`config.mk`:
```
export PLATFORM = sky130hd
export DESIGN_NAME = nand_page_seq
export DESIGN_NICKNAME = d
export VERILOG_FILES = /design/src/rtl/nand_page_seq.sv
export SDC_FILE = /design/constraint.sdc
export NUM_CORES = 1
export LEC_CHECK = 0
export BUFFER_PORTS_ARGS = -buffer_cell sky130_fd_sc_hd__buf_4
export CAP_MARGIN = 10
export CORE_MARGIN = 3
export CORE_UTILIZATION = 30
export DETAILED_ROUTE_END_ITERATION = 6
export PLACE_DENSITY = 0.53
export SETUP_SLACK_MARGIN = 0.3
export SLEW_MARGIN = 20
export SYNTH_ARGS = -nofsm -noshare
export SYNTH_HDL_FRONTEND = slang
export SYNTH_SLANG_ARGS = --single-unit
```
`constraint.sdc`:
```
create_clock -name clk -period 5.6 [get_ports clk]
set_clock_uncertainty 0.1 [all_clocks]
set_input_delay 1.12 -clock clk [delete_from_list [all_inputs] [get_ports clk]]
set_output_delay 1.12 -clock clk [all_outputs]
set_load 0.01 [all_outputs]
```
`src/rtl/nand_page_seq.sv`:
```
module nand_page_seq #(
  parameter int TMO_CYCLES = 1_000_000
) (
  input  logic        clk,
  input  logic        rst_n,
  input  logic        req_valid,
  output logic        req_ready,
  input  logic [2:0]  req_op,
  input  logic [15:0] req_row,
  input  logic [11:0] req_col,
  input  logic [11:0] req_len,
  input  logic [7:0]  wr_data,
  input  logic        wr_valid,
  output logic        wr_ready,
  output logic [7:0]  rd_data,
  output logic        rd_valid,
  input  logic        rd_ready,
  output logic        done,
  output logic        fail,
  output logic        nf_ce_n,
  output logic        nf_cle,
  output logic        nf_ale,
  output logic        nf_we_n,
  output logic        nf_re_n,
  output logic [7:0]  nf_io_out,
  output logic        nf_io_oe,
  input  logic [7:0]  nf_io_in,
  input  logic        nf_rb
);
  localparam int TW = $clog2(TMO_CYCLES + 1);
  localparam logic [TW-1:0] TMO_LAST = TW'(TMO_CYCLES - 1);
  localparam logic [2:0] OP_READ = 3'd0, OP_PROG = 3'd1, OP_ERASE = 3'd2, OP_ID = 3'd3,
                         OP_RST  = 3'd4, OP_STAT = 3'd5, OP_RRD   = 3'd6, OP_RIN = 3'd7;

  typedef enum logic [3:0] {S_IDLE, S_CMD1, S_ADDR, S_DOUT, S_CMD2, S_WAIT,
                            S_DIN, S_STCMD, S_STRD, S_FIN} st_t;

  st_t         st, nxt_cmd1, nxt_addr, nxt_cmd2;
  logic [1:0]  ph;
  logic [2:0]  op;
  logic [15:0] row;
  logic [11:0] col, len, cnt, addr_first, addr_last, din_last;
  logic [TW-1:0] tmo;
  logic [7:0]  dbyte, cmd1_b, cmd2_b, addr_b;
  logic        rb_q, rb_seen, st_rdy, st_bad, go, clr_seen;

  always_comb begin
    cmd1_b = 8'h00; cmd2_b = 8'h10; nxt_cmd1 = S_ADDR; nxt_addr = S_CMD2; nxt_cmd2 = S_STCMD;
    addr_first = 12'd0; addr_last = 12'd3; din_last = len;
    case (op)
      OP_READ:  begin cmd1_b = 8'h00; cmd2_b = 8'h30; nxt_cmd2 = S_WAIT; end
      OP_PROG:  begin cmd1_b = 8'h80; nxt_addr = S_DOUT; end
      OP_ERASE: begin cmd1_b = 8'h60; cmd2_b = 8'hD0; addr_first = 12'd2; end
      OP_ID:    begin cmd1_b = 8'h90; nxt_addr = S_DIN; addr_last = 12'd0; din_last = 12'd4; end
      OP_RST:   begin cmd1_b = 8'hFF; nxt_cmd1 = S_WAIT; end
      OP_STAT:  begin cmd1_b = 8'h70; nxt_cmd1 = S_DIN; din_last = 12'd0; end
      OP_RRD:   begin cmd1_b = 8'h05; cmd2_b = 8'hE0; addr_last = 12'd1; nxt_cmd2 = S_DIN; end
      default:  begin cmd1_b = 8'h85; nxt_addr = S_DOUT; addr_last = 12'd1; end
    endcase
    case (cnt[1:0])
      2'd0: addr_b = col[7:0];
      2'd1: addr_b = {4'h0, col[11:8]};
      2'd2: addr_b = row[7:0];
      default: addr_b = row[15:8];
    endcase
    if (op == OP_ID) addr_b = 8'h00;
  end

  assign nf_cle   = st == S_CMD1 || st == S_CMD2 || st == S_STCMD;
  assign nf_ale   = st == S_ADDR;
  assign nf_io_oe = nf_cle || nf_ale || st == S_DOUT;
  assign nf_we_n  = !(ph == 2'd1 && nf_io_oe);
  assign nf_re_n  = !(ph == 2'd1 && (st == S_DIN || st == S_STRD));
  assign nf_ce_n  = st == S_IDLE || st == S_FIN;
  assign nf_io_out = st == S_CMD1 ? cmd1_b : st == S_CMD2 ? cmd2_b : st == S_STCMD ? 8'h70 :
                     st == S_ADDR ? addr_b : st == S_DOUT ? dbyte : 8'h00;
  assign req_ready = st == S_IDLE;
  assign wr_ready  = st == S_DOUT && ph == 2'd0;
  assign done      = st == S_FIN;
  assign go        = ph != 2'd0 || (st == S_DOUT ? wr_valid : st == S_DIN ? !rd_valid : 1'b1);
  assign clr_seen  = ph == 2'd1 && ((st == S_CMD2 && op == OP_READ) || (st == S_CMD1 && op == OP_RST));

  always_ff @(posedge clk or negedge rst_n) begin
    if (!rst_n) begin
      st <= S_IDLE; ph <= 2'd0; op <= 3'd0; row <= '0; col <= '0; len <= '0; cnt <= '0;
      tmo <= '0; dbyte <= '0; rd_data <= '0; rd_valid <= 1'b0; fail <= 1'b0;
      rb_q <= 1'b1; rb_seen <= 1'b0; st_rdy <= 1'b0; st_bad <= 1'b0;
    end else begin
      rb_q    <= nf_rb;
      rb_seen <= clr_seen ? 1'b0 : (rb_seen | (nf_rb & ~rb_q));
      if (rd_valid && rd_ready) rd_valid <= 1'b0;
      case (st)
        S_IDLE: if (req_valid) begin
          op <= req_op; row <= req_row; col <= req_col; len <= req_len;
          fail <= 1'b0; ph <= 2'd0; st <= S_CMD1;
        end
        S_WAIT: begin
          tmo <= tmo + 1'b1;
          if (rb_seen) begin st <= (op == OP_RST) ? S_FIN : S_DIN; cnt <= '0; end
          else if (tmo >= TMO_LAST) begin fail <= 1'b1; st <= S_FIN; end
        end
        S_FIN: st <= S_IDLE;
        default: begin
          if (st == S_STRD) tmo <= tmo + 1'b1;
          if (ph == 2'd0) begin
            if (go) ph <= 2'd1;
            if (st == S_DOUT) dbyte <= wr_data;
          end else if (ph == 2'd1) begin
            ph <= 2'd2;
            if (st == S_DIN) begin rd_data <= nf_io_in; rd_valid <= 1'b1; end
            if (st == S_STRD) begin st_rdy <= nf_io_in[6]; st_bad <= nf_io_in[0]; end
          end else begin
            ph <= 2'd0;
            case (st)
              S_CMD1: begin st <= nxt_cmd1; cnt <= addr_first; tmo <= '0; end
              S_ADDR: if (cnt == addr_last) begin st <= nxt_addr; cnt <= '0; end
                      else cnt <= cnt + 1'b1;
              S_DOUT: if (cnt == len) st <= S_CMD2; else cnt <= cnt + 1'b1;
              S_CMD2: begin st <= nxt_cmd2; cnt <= '0; tmo <= '0; end
              S_DIN:  if (cnt == din_last) st <= S_FIN; else cnt <= cnt + 1'b1;
              S_STCMD: begin st <= S_STRD; tmo <= '0; end
              S_STRD: if (st_rdy) begin fail <= st_bad; st <= S_FIN; end
                      else if (tmo >= TMO_LAST) begin fail <= 1'b1; st <= S_FIN; end
              default: st <= S_IDLE;
            endcase
          end
        end
      endcase
    end
  end

  AST_STROBE_IN_CE: assert property (@(posedge clk) disable iff (!rst_n)
    (!nf_we_n || !nf_re_n) |-> !nf_ce_n);
  AST_CLE_ALE_EXCL: assert property (@(posedge clk) disable iff (!rst_n)
    !(nf_cle && nf_ale));
  AST_DONE_PULSE: assert property (@(posedge clk) disable iff (!rst_n)
    done |=> !done);
  AST_RD_HOLD: assert property (@(posedge clk) disable iff (!rst_n)
    (rd_valid && !rd_ready) |=> (rd_valid && $stable(rd_data)));
  AST_WAIT_BOUND: assert property (@(posedge clk) disable iff (!rst_n)
    st == S_WAIT |-> tmo < TW'(TMO_CYCLES));
  AST_ACCEPT_CE: assert property (@(posedge clk) disable iff (!rst_n)
    (req_valid && req_ready) |=> !nf_ce_n);
endmodule

```
==> summary.md <==
| Metric | Value |
|---|---|
| Post-synth net total | 668 |
| Port bufs | 91 |
| Initial core utilization | 30.98% |
| Crit-path max FO | 18 |
| YS warnings | 0 |
| RSZ-0062 raised after global routing | false |
| WP buf/inv | 1 |
| Post-route setup TNS | 0 ns |
| Wire per inst | 16.98 um |
| Cts hold-fix bufs | 0 |
| Final critical-path share of the clock period | 79.04% |
| Sink Count | 103 |
| Die W | 143.4 um |
| Diodes inserted | 0 |
| Highest Clock Rate | 225.9 MHz |
| H-tree depth | 3 |
| Min Tclk post-route | 4.426 ns |
| GP Congestion | 0.9123 |
| Placeable Area | 18270 sq um |
| Inst Count DP | 886 |
| Post-CTS setup buffers | 0 |
| Largest cells by area after synthesis | dfrtp_1 (45%), mux2_2 (11%), nand2_1 (4.3%), o21ai_0 (3.2%), nor2_1 (3.2%) |
| PwrDens | 530.2 nW/um^2 |
| Crit Path Category | reg -> out |
| Grt ovf | 0 |
| Sequential fraction of the synthesis area | 45.56% |
| Leak Pwr | 0.003000 uW |
| Yosys top cell area share | 45.09% |
| Startpoint type of the worst setup path | flip-flop |
| Non-filler cells, final | 902 |
| Unique cell type count in the Yosys netlist | 61 |
| IO Pins | 92 |
| Number of global-route vias before repair | 4762 |
| Final ANT Viol Nets | 0 |
| Data required time of the worst path | 4.38 ns |
| Slew Limit Headroom | 31.34% |
| Initial antenna violation count | 0 |
| #FFs+latches synth | 103 |
| Nets | 738 |
| Hold Violations, Final | 0 |
| CTS tree | yes |
| Total Wirelength | 15310 um |
| Design area | 6842 sq um |
| Critical-path cell list | nand2b_1 > nor3_1 > nand2_1 > o22ai_1 > mux2_2 > a22oi_1 > o221ai_1 > buf_4 |
| MaxCap Viol Count | 0 |
| # rows | 49 |
| Vias per inst | 5.376 |
| Die H | 143.4 um |
| Ys flop type | dfrtp_1 |
| Peak VDD IR | 0.2621 mV |
| P&R area growth vs syn | 20.87% |
| First-pass GRT wire length | 24790 um |
| Max incr delay on CP | 0.74 ns |
| # resized after CTS | 0 |
| Root Driver | clkbuf_16 |
| Final number of setup-violating endpoints | 0 |
| Critical Path AT | 3.21 ns |
| Num CTS Buffers | 9 |
| Slew Limit Fails | 0 |
| Layout cells sized above 1 | 25.26% |
| Mean post-synth cell area | 9.466 sq um |
| Clock latency on the worst-skew pair | 0.36 ns |
| DRC Markers | 0 |
| Via count | 4849 |
| Clock-pin slew on the worst setup and hold paths | 0.07 ns |
| Post-synth ARST share | 100.0% |
| Slew @ Worst Pin | 1.026 ns |
| CTS max path bufs | 2 |
| Critical Path Sink Type | primary output |
| Gr usage total | 15.05% |
| Maximum number of pins on one net before global-route repair | 68 |
| Crit path max-delay family | simple AND/OR/NAND/NOR gates |
| Pre-antenna DRT Iters | 5 |
| Status | finished, final reports clean |
| Area after DPL | 6515 sq um |
| Worst Hold Class | reg -> reg |
| Mapped Area | 5660 sq um |
| Commonest cells in the netlist | dfrtp_1 (102), nand2_1 (65), mux2_2 (54) |
| EDFF count, synth | 0 |
| 1st-iter DRT viols | 421 |
| Count leader, synth | dfrtp_1 |
| Cell count after synthesis | 598 |
| Yosys top cell by area | dfrtp_1 |
| Dpl hpwl | 11250 um |
| Die area | 20550 sq um |
| Critical-path top delay cell | dfrtp_1 |
worst reg2reg max path, delay by kind of cell (launching register included):
kind,cells,cell delay [ns]
simple gates,4,1.80
flops,1,0.88
buf+inv,1,0.24
compound gates,1,0.14
cell type report:
| type | instances | area [sq um] |
|---|---|---|
| Timing Repair Buffer | 93 | 698.2 |
| Clock buffer | 9 | 225.2 |
| Inverter | 20 | 75.07 |
| Tap cell | 229 | 286.5 |
| Fill cell | 1832 | 11430 |
| Multi-Input combinational cell | 441 | 2877 |
| Sequential cell | 103 | 2579 |
| Clock inverter | 7 | 101.3 |
worst paths after layout:
path | start | to | slack [ns] | depth (start not counted)
min reg2reg | dbyte[5]$_DFFE_PN0P_ | dbyte[5]$_DFFE_PN0P_ | 0.38 | 2
max reg2reg | st[0]$_DFFE_PN0P_ | cnt[0]$_DFFE_PN0P_ | 2.31 | 6
min in group asynchronous | rst_n | len[8]$_DFFE_PN0P_ | 0.78 | 1
min | dbyte[5]$_DFFE_PN0P_ | dbyte[5]$_DFFE_PN0P_ | 0.38 | 2
max | st[1]$_DFFE_PN0P_ | nf_io_out[5] | 1.17 | 8
max in group asynchronous | rst_n | st[0]$_DFFE_PN0P_ | 3.61 | 2
state kept, by name, indices dropped and copies added, names as in the netlist:
register and count:
rd_valid 1, ph 2, rd_data 8, fail 1, rb_q 1, st 4, st_rdy 1, st_bad 1
dbyte 8, tmo 20, row 16, len 12, op 3, col 12, cnt 12, rb_seen 1
logic make-up after synthesis:
| logic type | synth area share [%] |
|---|---|
| flops | 45.56 |
| compound gates | 16.42 |
| xor+xnor | 3.094 |
| fa+ha+maj | 1.105 |
| simple gates | 19.23 |
| mux | 10.92 |
| buf+inv | 3.669 |
report_power, final:
group	internal, uW	switching, uW	total (uW)	leakage [uW]
clock	398	303	701	0.000158
sequential	1020	322	1340	0.00129
combinational	732	856	1590	0.00155
metal layers:
metal  vias up  routed length [um]  share of wire, %  track usage [%]
met4         0                 348               2.3            5.253
met1      2364                6934                45            20.31
met5         -                   0                 0                0
met2       154                7240                47            24.10
li1       2302                   -                 -                -
met3        29                 788               5.1            3.161
cells in the final DEF, fill, tap and decap left out, drive strengths merged, types with 3 or more instances in the layout:
master	Yosys	layout
nor3	12	12
or4	4	4
clkbuf	27	9
o21ai	42	42
xnor2	10	10
ha	5	5
nand2	65	65
a211oi	4	4
o2111a	3	3
or3	9	9
a22oi	11	11
a2111oi	5	5
buf	7	93
o41ai	4	4
o211ai	3	3
a222oi	5	5
a21oi	28	28
o22a	5	5
nor2b	15	15
mux2	54	54
nand4	5	5
and2	3	3
nand3	23	23
dfrtp	102	102
and3	9	9
nor4	7	7
nor2	48	48
xor2	10	10
inv	20	23
a31oi	10	10
nand2b	13	13
through the flow:
step	hold WS (ns)	util [%]	setup slack [ns]	power (uW)
after detailed placement	0.3773	35.66	1.605	2934
after floorplan	0.3407	-	2.248	2354
after global placement	0.3778	35.66	1.709	2912
after CTS	0.3949	37.45	1.210	3648
after global routing	0.4256	37.45	0.8506	3879
final	0.3840	37.45	1.174	3628
(Power assumes the default switching activity.)
